--- src/rtl/tmr_pkg.sv ---
// Package: shared types and register layout for the reloading timer.
// Assumes word addressing; offsets inside a channel window are fixed.
package tmr_pkg;
    localparam int CH_BASE    = 4;
    localparam int CH_STRIDE  = 4;
    localparam int OFS_RELOAD = 0;
    localparam int OFS_COUNT  = 1;
    localparam int OFS_CTRL   = 2;
    localparam int OFS_CAPT   = 3;

    // Control word, LSB first: clk_sel[2:0], edge_sel[4:3], unie[5],
    // capt_mode[7:6], unf_flag[8], capt_flag[9].
    typedef struct packed {
        logic       capt_flag;
        logic       unf_flag;
        logic [1:0] capt_mode;
        logic       unie;
        logic [1:0] edge_sel;
        logic [2:0] clk_sel;
    } ctrl_t;

    localparam int CTRL_W = $bits(ctrl_t);
endpackage

--- src/rtl/tmr_prescale.sv ---
// Free-running prescaler: tick[k] pulses for one cycle every 4^(k+1) clocks.
// Assumes the taps are consumed in the same cycle; the phase is not tied to any start.
module tmr_prescale #(
    parameter int NDIV = 5
) (
    input  logic            clk,
    input  logic            rst_n,
    output logic [NDIV-1:0] tick
);
    localparam int PW = 2 * NDIV;

    logic [PW-1:0] pre_q;

    // Advance the divider chain every clock.
    always_ff @(posedge clk) begin
        if (!rst_n) pre_q <= '0;
        else        pre_q <= pre_q + 1'b1;
    end

    for (genvar k = 0; k < NDIV; k++) begin : g_tap
        assign tick[k] = &pre_q[2*k+1:0];
    end

    for (genvar k = 0; k + 1 < NDIV; k++) begin : g_chk
        AST_TAP_NESTED: assert property (@(posedge clk) disable iff (!rst_n)
            tick[k+1] |-> tick[k]);
    end
endmodule

--- src/rtl/tmr_edge_det.sv ---
// Synchronises an asynchronous pin with two flops and flags the selected edge.
// Assumes the pin stays stable for at least two clocks between changes.
module tmr_edge_det (
    input  logic       clk,
    input  logic       rst_n,
    input  logic       pin,
    input  logic [1:0] edge_sel,
    output logic       hit
);
    logic meta_q, sync_q, prev_q;
    logic rise, fall;

    // Two-flop synchroniser plus one history flop.
    always_ff @(posedge clk) begin
        if (!rst_n) begin
            meta_q <= 1'b0;
            sync_q <= 1'b0;
            prev_q <= 1'b0;
        end else begin
            meta_q <= pin;
            sync_q <= meta_q;
            prev_q <= sync_q;
        end
    end

    assign rise = sync_q & ~prev_q;
    assign fall = ~sync_q & prev_q;

    // Pick rising, falling or either edge.
    always_comb begin
        if (edge_sel[1])      hit = rise | fall;
        else if (edge_sel[0]) hit = fall;
        else                  hit = rise;
    end
endmodule

--- src/rtl/tmr_channel.sv ---
// One timer channel: down-counter, reload register, control word, flags,
// and an optional capture register when HAS_CAPT is set.
// Assumes at most one register write per cycle; a software counter write beats counting.
module tmr_channel
    import tmr_pkg::*;
#(
    parameter int CNT_W    = 32,
    parameter int NDIV     = 5,
    parameter bit HAS_CAPT = 1'b0
) (
    input  logic             clk,
    input  logic             rst_n,
    input  logic             run,
    input  logic [NDIV-1:0]  div_tick,
    input  logic             ext_pin,
    input  logic             capt_pin,
    input  logic             reload_wr,
    input  logic             count_wr,
    input  logic             ctrl_wr,
    input  logic [CNT_W-1:0] wdata,
    output logic [CNT_W-1:0] reload_q,
    output logic [CNT_W-1:0] count_q,
    output logic [CNT_W-1:0] capt_q,
    output ctrl_t            ctrl_q,
    output logic             unf_irq,
    output logic             capt_irq
);
    ctrl_t wd;
    logic  int_tick, ext_hit, tick, underflow, capt_ev;

    assign wd = ctrl_t'(wdata[CTRL_W-1:0]);

    // Select the prescaler tap named by clk_sel.
    always_comb begin
        int_tick = 1'b0;
        for (int k = 0; k < NDIV; k++)
            if (ctrl_q.clk_sel == 3'(k)) int_tick = div_tick[k];
    end

    tmr_edge_det u_ext (
        .clk(clk), .rst_n(rst_n), .pin(ext_pin),
        .edge_sel(ctrl_q.edge_sel), .hit(ext_hit)
    );

    assign tick      = (ctrl_q.clk_sel >= 3'(NDIV)) ? ext_hit : int_tick;
    assign underflow = run && tick && !count_wr && (count_q == '0);

    // Reload register: software write only.
    always_ff @(posedge clk) begin
        if (!rst_n)         reload_q <= '1;
        else if (reload_wr) reload_q <= wdata;
    end

    // Counter: software load, else decrement or reload on a tick.
    always_ff @(posedge clk) begin
        if (!rst_n)                count_q <= '1;
        else if (count_wr)         count_q <= wdata;
        else if (run && tick) begin
            if (count_q == '0)     count_q <= reload_q;
            else                   count_q <= count_q - 1'b1;
        end
    end

    // Control fields and sticky flags; a setting event beats a clearing write.
    always_ff @(posedge clk) begin
        if (!rst_n) ctrl_q <= '0;
        else begin
            if (ctrl_wr) begin
                ctrl_q.clk_sel   <= wd.clk_sel;
                ctrl_q.edge_sel  <= wd.edge_sel;
                ctrl_q.unie      <= wd.unie;
                ctrl_q.capt_mode <= HAS_CAPT ? wd.capt_mode : 2'b00;
            end
            ctrl_q.unf_flag  <= underflow | (ctrl_q.unf_flag & ~(ctrl_wr & ~wd.unf_flag));
            ctrl_q.capt_flag <= capt_ev | (ctrl_q.capt_flag & ~(ctrl_wr & ~wd.capt_flag));
        end
    end

    if (HAS_CAPT) begin : g_capt
        logic capt_hit;

        tmr_edge_det u_capt (
            .clk(clk), .rst_n(rst_n), .pin(capt_pin),
            .edge_sel(ctrl_q.edge_sel), .hit(capt_hit)
        );

        assign capt_ev = capt_hit & ctrl_q.capt_mode[1];

        // Latch the live count on an enabled capture edge.
        always_ff @(posedge clk) begin
            if (!rst_n)       capt_q <= '0;
            else if (capt_ev) capt_q <= count_q;
        end

        AST_CAPT_LATCH: assert property (@(posedge clk) disable iff (!rst_n)
            capt_ev |=> (capt_q == $past(count_q)));
    end else begin : g_nocapt
        logic unused_capt;
        assign unused_capt = capt_pin;
        assign capt_ev     = 1'b0;
        assign capt_q      = '0;
    end

    assign unf_irq  = ctrl_q.unf_flag & ctrl_q.unie;
    assign capt_irq = ctrl_q.capt_flag & (ctrl_q.capt_mode == 2'b11);

    AST_DEC_ONE: assert property (@(posedge clk) disable iff (!rst_n)
        (run && tick && !count_wr && count_q != '0) |=> (count_q == $past(count_q) - 1'b1));
    AST_HOLD_STOPPED: assert property (@(posedge clk) disable iff (!rst_n)
        (!run && !count_wr) |=> $stable(count_q));
    AST_RELOAD_ON_UNDERFLOW: assert property (@(posedge clk) disable iff (!rst_n)
        underflow |=> (count_q == $past(reload_q)));
    AST_FLAG_STICKY: assert property (@(posedge clk) disable iff (!rst_n)
        (ctrl_q.unf_flag && !(ctrl_wr && !wd.unf_flag)) |=> ctrl_q.unf_flag);
    AST_SET_BEATS_CLEAR: assert property (@(posedge clk) disable iff (!rst_n)
        underflow |=> ctrl_q.unf_flag);
    AST_IRQ_FOLLOWS: assert property (@(posedge clk) disable iff (!rst_n)
        (underflow && ctrl_q.unie && !ctrl_wr) |=> unf_irq);
endmodule

--- src/rtl/tmr_unit.sv ---
// Top: register port, run register, shared prescaler and NCH channels; the last
// channel captures. Assumes ADDR_W covers 4+4*NCH words and read data is registered.
module tmr_unit
    import tmr_pkg::*;
#(
    parameter int NCH    = 3,
    parameter int CNT_W  = 32,
    parameter int NDIV   = 5,
    parameter int ADDR_W = 4
) (
    input  logic              clk,
    input  logic              rst_n,
    input  logic [ADDR_W-1:0] reg_addr,
    input  logic              reg_wr,
    input  logic              reg_rd,
    input  logic [CNT_W-1:0]  reg_wdata,
    output logic [CNT_W-1:0]  reg_rdata,
    output logic              reg_rvalid,
    input  logic [NCH-1:0]    ext_clk_i,
    input  logic              capt_i,
    output logic [NCH-1:0]    unf_irq_o,
    output logic              capt_irq_o
);
    logic [NCH-1:0]   start_q;
    logic [NDIV-1:0]  div_tick;
    logic [CNT_W-1:0] reload_a [NCH];
    logic [CNT_W-1:0] count_a  [NCH];
    logic [CNT_W-1:0] capt_a   [NCH];
    ctrl_t            ctrl_a   [NCH];
    logic [NCH-1:0]   capt_irq_a;
    logic [CNT_W-1:0] rd_mux;

    // Run register at word 0.
    always_ff @(posedge clk) begin
        if (!rst_n)                        start_q <= '0;
        else if (reg_wr && reg_addr == '0) start_q <= reg_wdata[NCH-1:0];
    end

    tmr_prescale #(.NDIV(NDIV)) u_pre (.clk(clk), .rst_n(rst_n), .tick(div_tick));

    for (genvar c = 0; c < NCH; c++) begin : g_ch
        localparam int BASE = CH_BASE + CH_STRIDE * c;
        tmr_channel #(.CNT_W(CNT_W), .NDIV(NDIV), .HAS_CAPT(c == NCH - 1)) u_ch (
            .clk(clk), .rst_n(rst_n), .run(start_q[c]), .div_tick(div_tick),
            .ext_pin(ext_clk_i[c]), .capt_pin(capt_i),
            .reload_wr(reg_wr && reg_addr == ADDR_W'(BASE + OFS_RELOAD)),
            .count_wr (reg_wr && reg_addr == ADDR_W'(BASE + OFS_COUNT)),
            .ctrl_wr  (reg_wr && reg_addr == ADDR_W'(BASE + OFS_CTRL)),
            .wdata(reg_wdata), .reload_q(reload_a[c]), .count_q(count_a[c]),
            .capt_q(capt_a[c]), .ctrl_q(ctrl_a[c]),
            .unf_irq(unf_irq_o[c]), .capt_irq(capt_irq_a[c])
        );
    end

    assign capt_irq_o = |capt_irq_a;

    // Decode the read address into one word.
    always_comb begin
        rd_mux = '0;
        if (reg_addr == '0) rd_mux[NCH-1:0] = start_q;
        for (int c = 0; c < NCH; c++) begin
            if (reg_addr == ADDR_W'(CH_BASE + CH_STRIDE * c + OFS_RELOAD)) rd_mux = reload_a[c];
            if (reg_addr == ADDR_W'(CH_BASE + CH_STRIDE * c + OFS_COUNT))  rd_mux = count_a[c];
            if (reg_addr == ADDR_W'(CH_BASE + CH_STRIDE * c + OFS_CTRL))   rd_mux = CNT_W'(ctrl_a[c]);
            if (reg_addr == ADDR_W'(CH_BASE + CH_STRIDE * c + OFS_CAPT))   rd_mux = capt_a[c];
        end
    end

    // Register read data and its valid strobe.
    always_ff @(posedge clk) begin
        if (!rst_n) begin
            reg_rdata  <= '0;
            reg_rvalid <= 1'b0;
        end else begin
            reg_rvalid <= reg_rd;
            if (reg_rd) reg_rdata <= rd_mux;
        end
    end

    AST_RVALID_AFTER_RD: assert property (@(posedge clk) disable iff (!rst_n)
        reg_rd |=> reg_rvalid);
    AST_RVALID_ONLY_RD: assert property (@(posedge clk) disable iff (!rst_n)
        !reg_rd |=> !reg_rvalid);
endmodule

--- config.mk ---
export PLATFORM = sky130hd
export DESIGN_NAME = tmr_unit
export DESIGN_NICKNAME = d
export VERILOG_FILES = /design/src/rtl/tmr_pkg.sv /design/src/rtl/tmr_prescale.sv /design/src/rtl/tmr_edge_det.sv /design/src/rtl/tmr_channel.sv /design/src/rtl/tmr_unit.sv
export SDC_FILE = /design/constraint.sdc
export NUM_CORES = 1
export LEC_CHECK = 0
export ABC_AREA = 0
export BUFFER_PORTS_ARGS = -buffer_cell sky130_fd_sc_hd__buf_2
export CAP_MARGIN = 5
export CORE_ASPECT_RATIO = 0.75
export CORE_MARGIN = 5
export CORE_UTILIZATION = 45
export CTS_BUF_LIST = sky130_fd_sc_hd__clkbuf_4
export DETAILED_ROUTE_END_ITERATION = 12
export SLEW_MARGIN = 25
export SYNTH_ARGS = -nofsm -noshare
export SYNTH_HDL_FRONTEND = slang
export SYNTH_HIERARCHICAL = 1
export SYNTH_SLANG_ARGS = --single-unit
--- constraint.sdc ---
create_clock -name clk -period 4.07 [get_ports clk]
set_input_delay 0.814 -clock clk [delete_from_list [all_inputs] [get_ports clk]]
set_output_delay 0.814 -clock clk [all_outputs]
set_load 0.005 [all_outputs]
; ---- Word-level counts from Yosys, hierarchy flattened
; Index checks and enable logic that the tools add are counted.
[word_totals]
regBits = 308
input_bits = 44
output_inout_bits = 37
elab_cells = 205
[classes]
addsub = 4
order_cmp = 3
eq_ne = 25
muxes = 48
bitwise = 49
reduce_logical = 37
[ops]
columns = operator, n
row1 = 2-to-1 mux 32 bit, 21
row2 = logical NOT 32 bit, 3
row3 = "subtractor 32 x 1 -> 32 bit, second input constant", 3
row4 = "equality test 4 bit, second input constant", 8
row5 = 2-to-1 mux 1 bit, 26
row6 = bitwise AND 1 bit, 25
row7 = logical AND 1 bit, 19
row8 = "equality test 3 x 2 -> 1 bit, second input constant", 6
row9 = "equality test 4 x 3 -> 1 bit, second input constant", 4
row10 = inverter 1 bit, 16
row11 = "adder 10 x 1 -> 10 bit, second input constant", 1
row12 = AND reduction 10 bit, 1
row13 = "equality test 3 x 1 -> 1 bit, second input constant", 3
row14 = "equality test 3 bit, second input constant", 3
row15 = ">= comparator 3 bit, second input constant", 3
row16 = logical NOT 3 bit, 3
row17 = OR 1 bit, 8
row18 = AND reduction 8 bit, 1
row19 = AND reduction 6 bit, 1
row20 = nonzero test 2 bit, 3
row21 = logical NOT 4 bit, 1
row22 = AND reduction 4 bit, 1
row23 = logical NOT 1 bit, 3
row24 = 2-to-1 mux 3 bit, 1
row25 = 2 further kinds, 2

; ---- Longest topological paths before layout
; Gate-level depths: netlist (run 1).
[logic_depth]
word_depth = 14
ltp_mapped = 11
mapped_depth_nobuf = 9

; ---- Hierarchy
; The synthesis (run 1) kept the hierarchy.
[by_module_without_submodules]
columns = mod, instances, cells_each, area_per_inst_um2, seq_area_each_um2
row1 = tmr_channel (g_ch[0].u_ch ...), 2, 469, 4058.9, 1441.4
row2 = tmr_channel (g_ch[2].u_ch), 1, 613, 5165.0, 2122.0
row3 = tmr_unit, 1, 605, 4255.3, 720.7
row4 = tmr_edge_det, 4, 12, 131.4, 60.1
row5 = tmr_prescale, 1, 47, 434.2, 200.2

; ---- Least setup slack after synthesis (run 1)
; No wires, ideal clock.
[synth_path]
path_kind = input to register
from = input port reg_addr[0]
to = register g_ch[2].u_ch.reload_q[10]
setup_time_ps = 129
arrival_time_ps = 2678
required_ps = 3941
slack_ps = 1263
stages = 9
cell_sequence = buf_2 nor2_1 buf_2 nand2_1 nor2_1 clkbuf_1 clkbuf_1 mux2i_1 nand2_1
[synth_via]
elab_chain_len = 2
[synth_lines]
columns = element, line
row1 = from (decl), tmr_unit.sv:13  ; input logic [ADDR_W-1:0] reg_addr,
row2 = equality test 4 bit, tmr_unit.sv:46  ; .reload_wr(reg_wr && reg_addr == ADDR_W'(BASE + OFS_RELOAD)),
row3 = logical AND 1 bit, tmr_unit.sv:46
row4 = to (signal assigned), tmr_channel.sv:51  ; else if (reload_wr) reload_q <= wdata;
row5 = to (decl), tmr_channel.sv:21  ; output logic [CNT_W-1:0] reload_q,
; Every way passes these cells.
; A chain may end at the register's enable or synchronous reset.

; ---- Worst setup path after layout (run 1)
[layout_path]
from = register u_pre.pre_q[0]
to = register g_ch[2].u_ch.count_q[24]
[layout_via]
elab_chain_len = 9
[layout_lines]
columns = element, line
row1 = from (decl), tmr_prescale.sv:12  ; logic [PW-1:0] pre_q;
row2 = from (signal assigned), tmr_prescale.sv:17  ; else pre_q <= pre_q + 1'b1;
row3 = AND reduction 2 bit, tmr_prescale.sv:21  ; assign tick[k] = &pre_q[2*k+1:0];
row4 = named net div_tick[0], tmr_unit.sv:25  ; logic [NDIV-1:0] div_tick;
row5 = 2-to-1 mux 1 bit (5 in a row), tmr_channel.sv:37  ; if (ctrl_q.clk_sel == 3'(k)) int_tick = div_tick[k];
row6 = 2-to-1 mux 1 bit, tmr_channel.sv:45  ; assign tick = (ctrl_q.clk_sel >= 3'(NDIV)) ? ext_hit : int_tick;
row7 = logical AND 1 bit, tmr_channel.sv:58  ; else if (run && tick) begin
row8 = nonzero test 2 bit (no source line), n/a
row9 = to (signal assigned), tmr_channel.sv:57  ; else if (count_wr) count_q <= wdata;
row10 = to (signal assigned), tmr_channel.sv:59  ; if (count_q == '0) count_q <= reload_q;
row11 = to (signal assigned), tmr_channel.sv:60  ; else count_q <= count_q - 1'b1;
row12 = to (decl), tmr_channel.sv:22  ; output logic [CNT_W-1:0] count_q,
; The timed path passes the listed nets, and every way through them passes these cells.

==> flow_summary.yaml, run 1 <==
clock_network:
  clk_pin_slew_worst_paths_ps: 70
  ctsHoldBuffers: 0
  clock_latency_ps: 780
  cts-resized-gates: 0
  htree_levels: 3
  cts_tree: "yes"
  numCtsBuffers: 83
  cts_sinks: 308
  cts_root_buf: "clkbuf_4"
  postCtsSetupBuffers: 0
  clk_path_buf_depth: 3
timing:
  finClkSkew_ps: 40.6
  fmax_mhz: 287
  fin_crit_sh_pct: 85.6
  rsz0062_at_grt: "no"
  finalCriticalPeriod_ps: 3480
  final-setup-viol-count: 0
  tns_ps: 0
  relSlewSlack_pct: 32.6
  hold_viol: 0
  slew_violations: 0
  worst_pin_slew_ps: 1010
  hold-worst-slack_ps: 251
detailed_routing:
  via_per_inst: 6.05
  drc_errors: 0
  drtIter0Drc: 1657
  wirelength_mm: 62.0
  drt_pass1_iterations: 10
  routedWlPerCell_um: 21.7
  dr_total_vias: 17300
  route.antenna.remaining_nets: 0
global_route:
  grt_pass1_wl_mm: 95.5
  grt_usage_pct: 26.5
  overflow: 0
  antenna_found_initial: 1
  grt_max_degree: 200
  grt_pass1_vias: 16400
floorplan:
  die_width_um: 244
  coreArea_mm2: 0.0407
  start_util_pct: 45.5
  dieArea_mm2: 0.0453
  rows: 64
  die_h_um: 186
  ios: 81
power:
  pwr-share-comb_pct: 10.1
  power_switching_share_pct: 28.1
  cellPowerDensity_mw_per_mm2: 336
  p_leak_nw: 7.76
  clkPwrFrac_pct: 42.5
  seq_power_share_pct: 47.4
  p_sw_mw: 1.88
  p_int_mw: 4.80
  peakVddDrop_v: 0.000237
final_layout:
  fin_util_pct: 48.9
  drive_gt1_share_pct: 14.5
  final_net_count: 2337
  multi_input_area_mm2: 0.0111
  ff_latch_area_mm2: 0.00617
  stdcell_count: 2862
  area_growth_pct: 7.47
  fill_cells: 4044
synth:
  syn_area_per_cell_um2: 8.22
  synth_cells: 2251
  synth_edf_count: 0
  ys.flop_type: "dfxtp_1"
  yosysWarnings: 6
  postSynth.asyncResetShare_pct: 0
  seq_area_frac_synth_pct: 33.3
  ys_types: 88
  syn-cell-area_mm2: 0.0185
  synth-seq-cells: 308
placement:
  dpl.hpwl_mm: 42.8
  routabilityCongestion: 0.909
  dp.cells: 2720
  port_buffers: 80
critical_path:
  required_ps: 4730
  crit_type: "reg2reg"
  crit_path_end_kind: "register"
  cp_data_arrival_time_ps: 4140
  crit_path_start_kind: "register"
  critPathMaxFanout: 23
worst_hold_path:
  min_path_type: "in2reg"
job:
  drv_cap: 0
outcome:
  status: "complete, no violations"
## power by group through the flow
stage	clock, mW	sequential (mW)	combinational (mW)
after CTS	2.92	3.17	0.669
after global routing	3.06	3.18	0.733
after global placement	0	3.23	0.657
after detailed placement	0	3.23	0.667
after floorplan	0	3.21	0.481
final	2.84	3.17	0.674
## through the flow
stage	area, um^2	setup WS [ps]	power [mW]
after floorplan	18800	1260	3.69
after global placement	18800	748	3.89
after detailed placement	18800	672	3.90
after CTS	19900	634	6.75
after global routing	19900	296	6.97
final	19900	585	6.68
## Yosys cell counts (9+ instances only)
cell type,number,area [um^2]
a21boi_0,33,248
a21oi_1,126,631
a22o_1,42,368
a22oi_1,43,323
a22oi_2,12,150
a31o_1,16,140
a31oi_1,17,106
and2_1,26,163
and3_1,13,81.3
buf_2,46,230
buf_4,78,586
buf_6,16,180
clkbuf_1,111,417
dfxtp_1,308,6170
ha_1,15,188
inv_1,39,146
mux2i_1,191,1910
nand2_1,368,1380
nand2b_1,9,56.3
nand3_1,39,195
nand4_1,16,100
nor2_1,80,300
nor2b_1,31,194
nor3_1,49,245
nor4_1,27,169
o2111ai_1,42,368
o211ai_1,42,315
o21a_1,12,90.1
o21ai_0,110,551
o21ai_1,40,200
o31a_1,12,105
o31ai_1,15,113
or3_1,16,100
or4_1,16,120
xnor2_1,30,263
xor2_1,13,114
## final cells by class
type | instances | share of cell area, %
antenna | 2 | 0.0252
clock buffer | 128 | 4.83
sequential | 308 | 31.0
clock inverter | 11 | 0.340
inverter | 40 | 0.755
multi-input combinational | 1715 | 55.6
timing repair buffer | 130 | 4.10
tap | 528 | 3.32
## registers in the layout, summed over array words and instances (netlist names)
register	cells
g_ch.u_ch/g_capt.u_capt/prev_q	1
g_ch.u_ch/reload_q	96
g_ch.u_ch/g_capt.u_capt/meta_q	1
reg_rvalid	1
g_ch.u_ch/ctrl_q	26
g_ch.u_ch/count_q	96
start_q	3
g_ch.u_ch/u_ext/prev_q	3
g_ch.u_ch/u_ext/meta_q	3
reg_rdata	32
g_ch.u_ch/u_ext/sync_q	3
u_pre/pre_q	10
g_ch.u_ch/g_capt.u_capt/sync_q	1
g_ch.u_ch/capt_q	32
## worst max-delay path: stages (launching register included)
cell      delay (ps)
dfxtp_1          370
ha_1             270
and4_2           290
and3_1           210
or3b_1           350
a31oi_1          280
and3b_1          880
nand2_1          430
o211ai_1         300
## kinds of logic (layout without fill, tap and decap cells)
group,count (synthesis),in the layout,synth area share [%]
AND/OR/NAND/NOR,750,750,20.1
AO/OA/AOI/OAI,637,637,23.7
flip-flops,308,308,33.3
buffers and inverters,296,309,8.56
multiplexers,200,200,11.2
XOR/XNOR,43,43,2.04
adder cells (fa/ha/maj),15,15,1.01
other,2,72,0.0406
## per-layer routing
layer | routed length, um | share of wire [%] | track usage [%] | vias up
met5 | 0 | 0 | 0 | -
met4 | 2370 | 3.8 | 10.7 | 0
met2 | 27400 | 44 | 41.1 | 779
met1 | 27500 | 44 | 36.9 | 8215
li1 | - | - | - | 8154
met3 | 4710 | 7.6 | 4.64 | 165
## path summary, 6_finish.rpt
| path | start | to | slack (ps) | depth (start not counted) |
|---|---|---|---|---|
| worst max-delay path | u_pre/pre_q[0]$_SDFF_PN0_ | g_ch[2].u_ch/count_q[24]$_SDFFE_PN1P_ | 590 | 8 |
| worst min-delay path | ext_clk_i[2] | g_ch[2].u_ch/u_ext/meta_q$_SDFF_PN0_ | 250 | 2 |
| worst max register to register | u_pre/pre_q[0]$_SDFF_PN0_ | g_ch[2].u_ch/count_q[24]$_SDFFE_PN1P_ | 590 | 8 |
| worst min register to register | g_ch[0].u_ch/u_ext/meta_q$_SDFF_PN0_ | g_ch[0].u_ch/u_ext/sync_q$_SDFF_PN0_ | 440 | 1 |
## placed cells by master, fill, tap and decap left out, types with 15 or more instances in the layout
master / synthesis / layout
and2_1: 26 / 26
a21boi_0: 33 / 33
a21oi_1: 126 / 123
a31o_1: 16 / 16
o31ai_1: 15 / 15
o21ai_1: 40 / 40
ha_1: 15 / 15
dfxtp_1: 308 / 308
nand2_1: 368 / 368
conb_1: 2 / 70
buf_4: 78 / 48
a31oi_1: 17 / 17
o211ai_1: 42 / 42
o2111ai_1: 42 / 42
nand4_1: 16 / 16
or4_1: 16 / 16
nor4_1: 27 / 27
mux2i_1: 191 / 191
nor3_1: 49 / 49
nand3_1: 39 / 39
xnor2_1: 30 / 30
or3_1: 16 / 16
a22o_1: 42 / 42
o21ai_0: 110 / 110
buf_2: 46 / 78
clkbuf_4: 0 / 128
nor2_1: 80 / 74
nor2b_1: 31 / 30
a22oi_1: 43 / 43
inv_1: 39 / 39
Note: power is estimated with default switching activity, not from simulation.
==> run 2: changes to the inputs <==
Settings changed: ABC_AREA 0 to 1.
==> run 2 against run 1 <==
Final cell count is 36% higher. Clock skew is 10 ps higher. Total power is 2.2% higher. Area after synthesis is 7.3% higher. Hold slack worse by 85 ps. Design area is 6.8% higher. Flip-flop and latch count stayed put. Largest cell class unchanged. Highest routed layer unchanged.
==> flow_summary.yaml, run 2 <==
floorplan:
  die_width_um: 252
  coreArea_mm2: 0.0434
  die_h_um: 192
  ios: 81
  start_util_pct: 45.7
  dieArea_mm2: 0.0484
  rows: 66
timing:
  setup_ws_ps: 960
  worst_pin_slew_ps: 932
  tns_ps: 0
  hold_viol: 0
  finalCriticalPeriod_ps: 3110
  fin_crit_sh_pct: 76.4
  finClkSkew_ps: 50.6
  hold-worst-slack_ps: 166
  final-setup-viol-count: 0
  relSlewSlack_pct: 37.7
  rsz0062_at_grt: "no"
  slew_violations: 0
  fmax_mhz: 322
synth:
  postSynth.asyncResetShare_pct: 0
  ys_types: 43
  synth_top_family_by_area: "simple AND/OR/NAND/NOR gates"
  synth_edf_count: 0
  synth-simple-area-share_pct: 36.5
  synth-seq-cells: 308
  syn-cell-area_mm2: 0.0198
  synth_xor_area_share_pct: 0.662
  synthMuxAreaShare_pct: 0
  yosysMostFrequentCell: "nand2_1"
  ys.flop_type: "dfxtp_1"
  yosysWarnings: 6
  yosys.area.top_type_share_pct: 31.1
  synth_top_cell_by_area: "dfxtp_1"
  seq_area_frac_synth_pct: 31.1
  syn_area_per_cell_um2: 6.15
  synth_cells: 3225
  synth_compound_area_share_pct: 16.3
  synth.top_cells.by_count: "807 x nand2_1, 382 x inv_1, 371 x a21oi_1"
  synth_area_leaders: "dfxtp_1 31%, nand2_1 15%, a21oi_1 9.4%, nand3_1 7.6%, inv_1 7.2%"
  synth-adder-area-share_pct: 0.946
global_route:
  grt_pass1_vias: 19200
  grt_usage_pct: 28.3
  overflow: 0
  antenna_found_initial: 1
  grt_max_degree: 65
  grt_pass1_wl_mm: 109
critical_path:
  cp_data_arrival_time_ps: 3860
  crit_type: "reg2reg"
  required_ps: 4820
  critPathMaxFanout: 23
  crit_path_end_kind: "register"
  crit_path_start_kind: "register"
placement:
  dpl.hpwl_mm: 51.3
  place_area_mm2: 0.0201
  port_buffers: 80
  routabilityCongestion: 0.993
  dp.cells: 3754
  post-place-ws_ps: 893
final_layout:
  stdcell_count: 3905
  fin_util_pct: 48.9
  final_common_cell: "nand2_1"
  area_growth_pct: 7.04
  drive_gt1_share_pct: 12.5
  fill_cells: 4652
  final_cell_mix: "807 x nand2_1, 382 x inv_1, 371 x a21oi_1"
  reg_top3: "g_ch.u_ch/count_q x96, g_ch.u_ch/reload_q x96"
  final_net_count: 3323
  finalInstanceArea_mm2: 0.0212
clock_network:
  ctsHoldBuffers: 0
  postCtsSetupBuffers: 0
  clk_path_buf_depth: 3
  clock_latency_ps: 840
  cts_root_buf: "clkbuf_4"
  numCtsBuffers: 86
  clk_pin_slew_worst_paths_ps: 60
  cts_tree: "yes"
  cts_sinks: 308
  htree_levels: 3
  cts-resized-gates: 0
detailed_routing:
  wirelength_mm: 69.7
  route.antenna.remaining_nets: 0
  dr_total_vias: 21000
  drt_pass1_iterations: 7
  drc_errors: 0
  routedWlPerCell_um: 17.9
  via_per_inst: 5.37
  drtIter0Drc: 1955
power:
  power_mw: 6.83
  peakVddDrop_v: 0.000220
  p_leak_nw: 10.9
  cellPowerDensity_mw_per_mm2: 322
worst_hold_path:
  min_path_type: "in2reg"
outcome:
  status: "complete, no violations"
job:
  drv_cap: 0
run 2: cell types whose count changed in the layout (fill, tap and decap cells not counted), sizes merged, moves of 46 or more:
cell and delta:
nand3 +288, inv +370, nand2 +483, nor2 +255
nand4 +46, nor3 -49, a22oi -55, o21ai +110
mux2i -191, a21oi +247
run 2: cells by family after synthesis:
logic type / count (synthesis)
buffers and inverters: 637
and+or+nand+nor: 1608
xor gates and xnor gates: 15
DFF: 308
other: 2
adders and majority gates: 15
AOI/OAI and AO/OA: 640
run 2: worst paths after layout:
path	to	startpoint	slack [ps]	cells past startpoint
worst min-delay path	g_ch[0].u_ch/u_ext/meta_q$_SDFF_PN0_	ext_clk_i[0]	170	3
worst min register to register	g_ch[0].u_ch/u_ext/sync_q$_SDFF_PN0_	g_ch[0].u_ch/u_ext/meta_q$_SDFF_PN0_	410	2
worst max register to register	g_ch[2].u_ch/ctrl_q[8]$_SDFF_PN0_	u_pre/pre_q[0]$_SDFF_PN0_	960	11
worst max-delay path	g_ch[2].u_ch/ctrl_q[8]$_SDFF_PN0_	u_pre/pre_q[0]$_SDFF_PN0_	960	11
run 2: routing by layer:
metal / GRT usage, % / routed length [um] / vias up
li1: - / - / 10300
met1: 41.3 / 33000 / 9762
met2: 42.3 / 29600 / 767
met3: 5.39 / 5440 / 122
met4: 8.49 / 1730 / 0
met5: 0 / 0 / -
run 2: final cells by class:
cell class | instances | area [um^2] | area share (%)
antenna | 2 | 5.00 | 0.0236
clock buffer | 131 | 983 | 4.63
clock inverter | 18 | 105 | 0.495
inverter | 414 | 1560 | 7.35
multi-input combinational | 2348 | 11100 | 52.2
sequential | 308 | 6170 | 29.0
tap | 578 | 723 | 3.41
timing repair buffer | 106 | 598 | 2.82
run 2: worst max-delay path: stages, from the launching register on:
cell and delay, ps:
dfxtp_1 390, ha_1 280, nand2_2 120, nor2_2 190, nand2_1 90, nor2_1 310
nor2_1 90, nor2_1 200, nand3_1 470, inv_2 610, nand2_1 110, a21oi_1 140
run 2: power breakdown:
group / internal [mW] / leakage, nW / switching, mW
registers: 3.10 / 2.51 / 0.0873
logic: 0.223 / 7.78 / 0.477
clock network: 1.52 / 0.642 / 1.42
total: 4.84 / 10.9 / 1.99
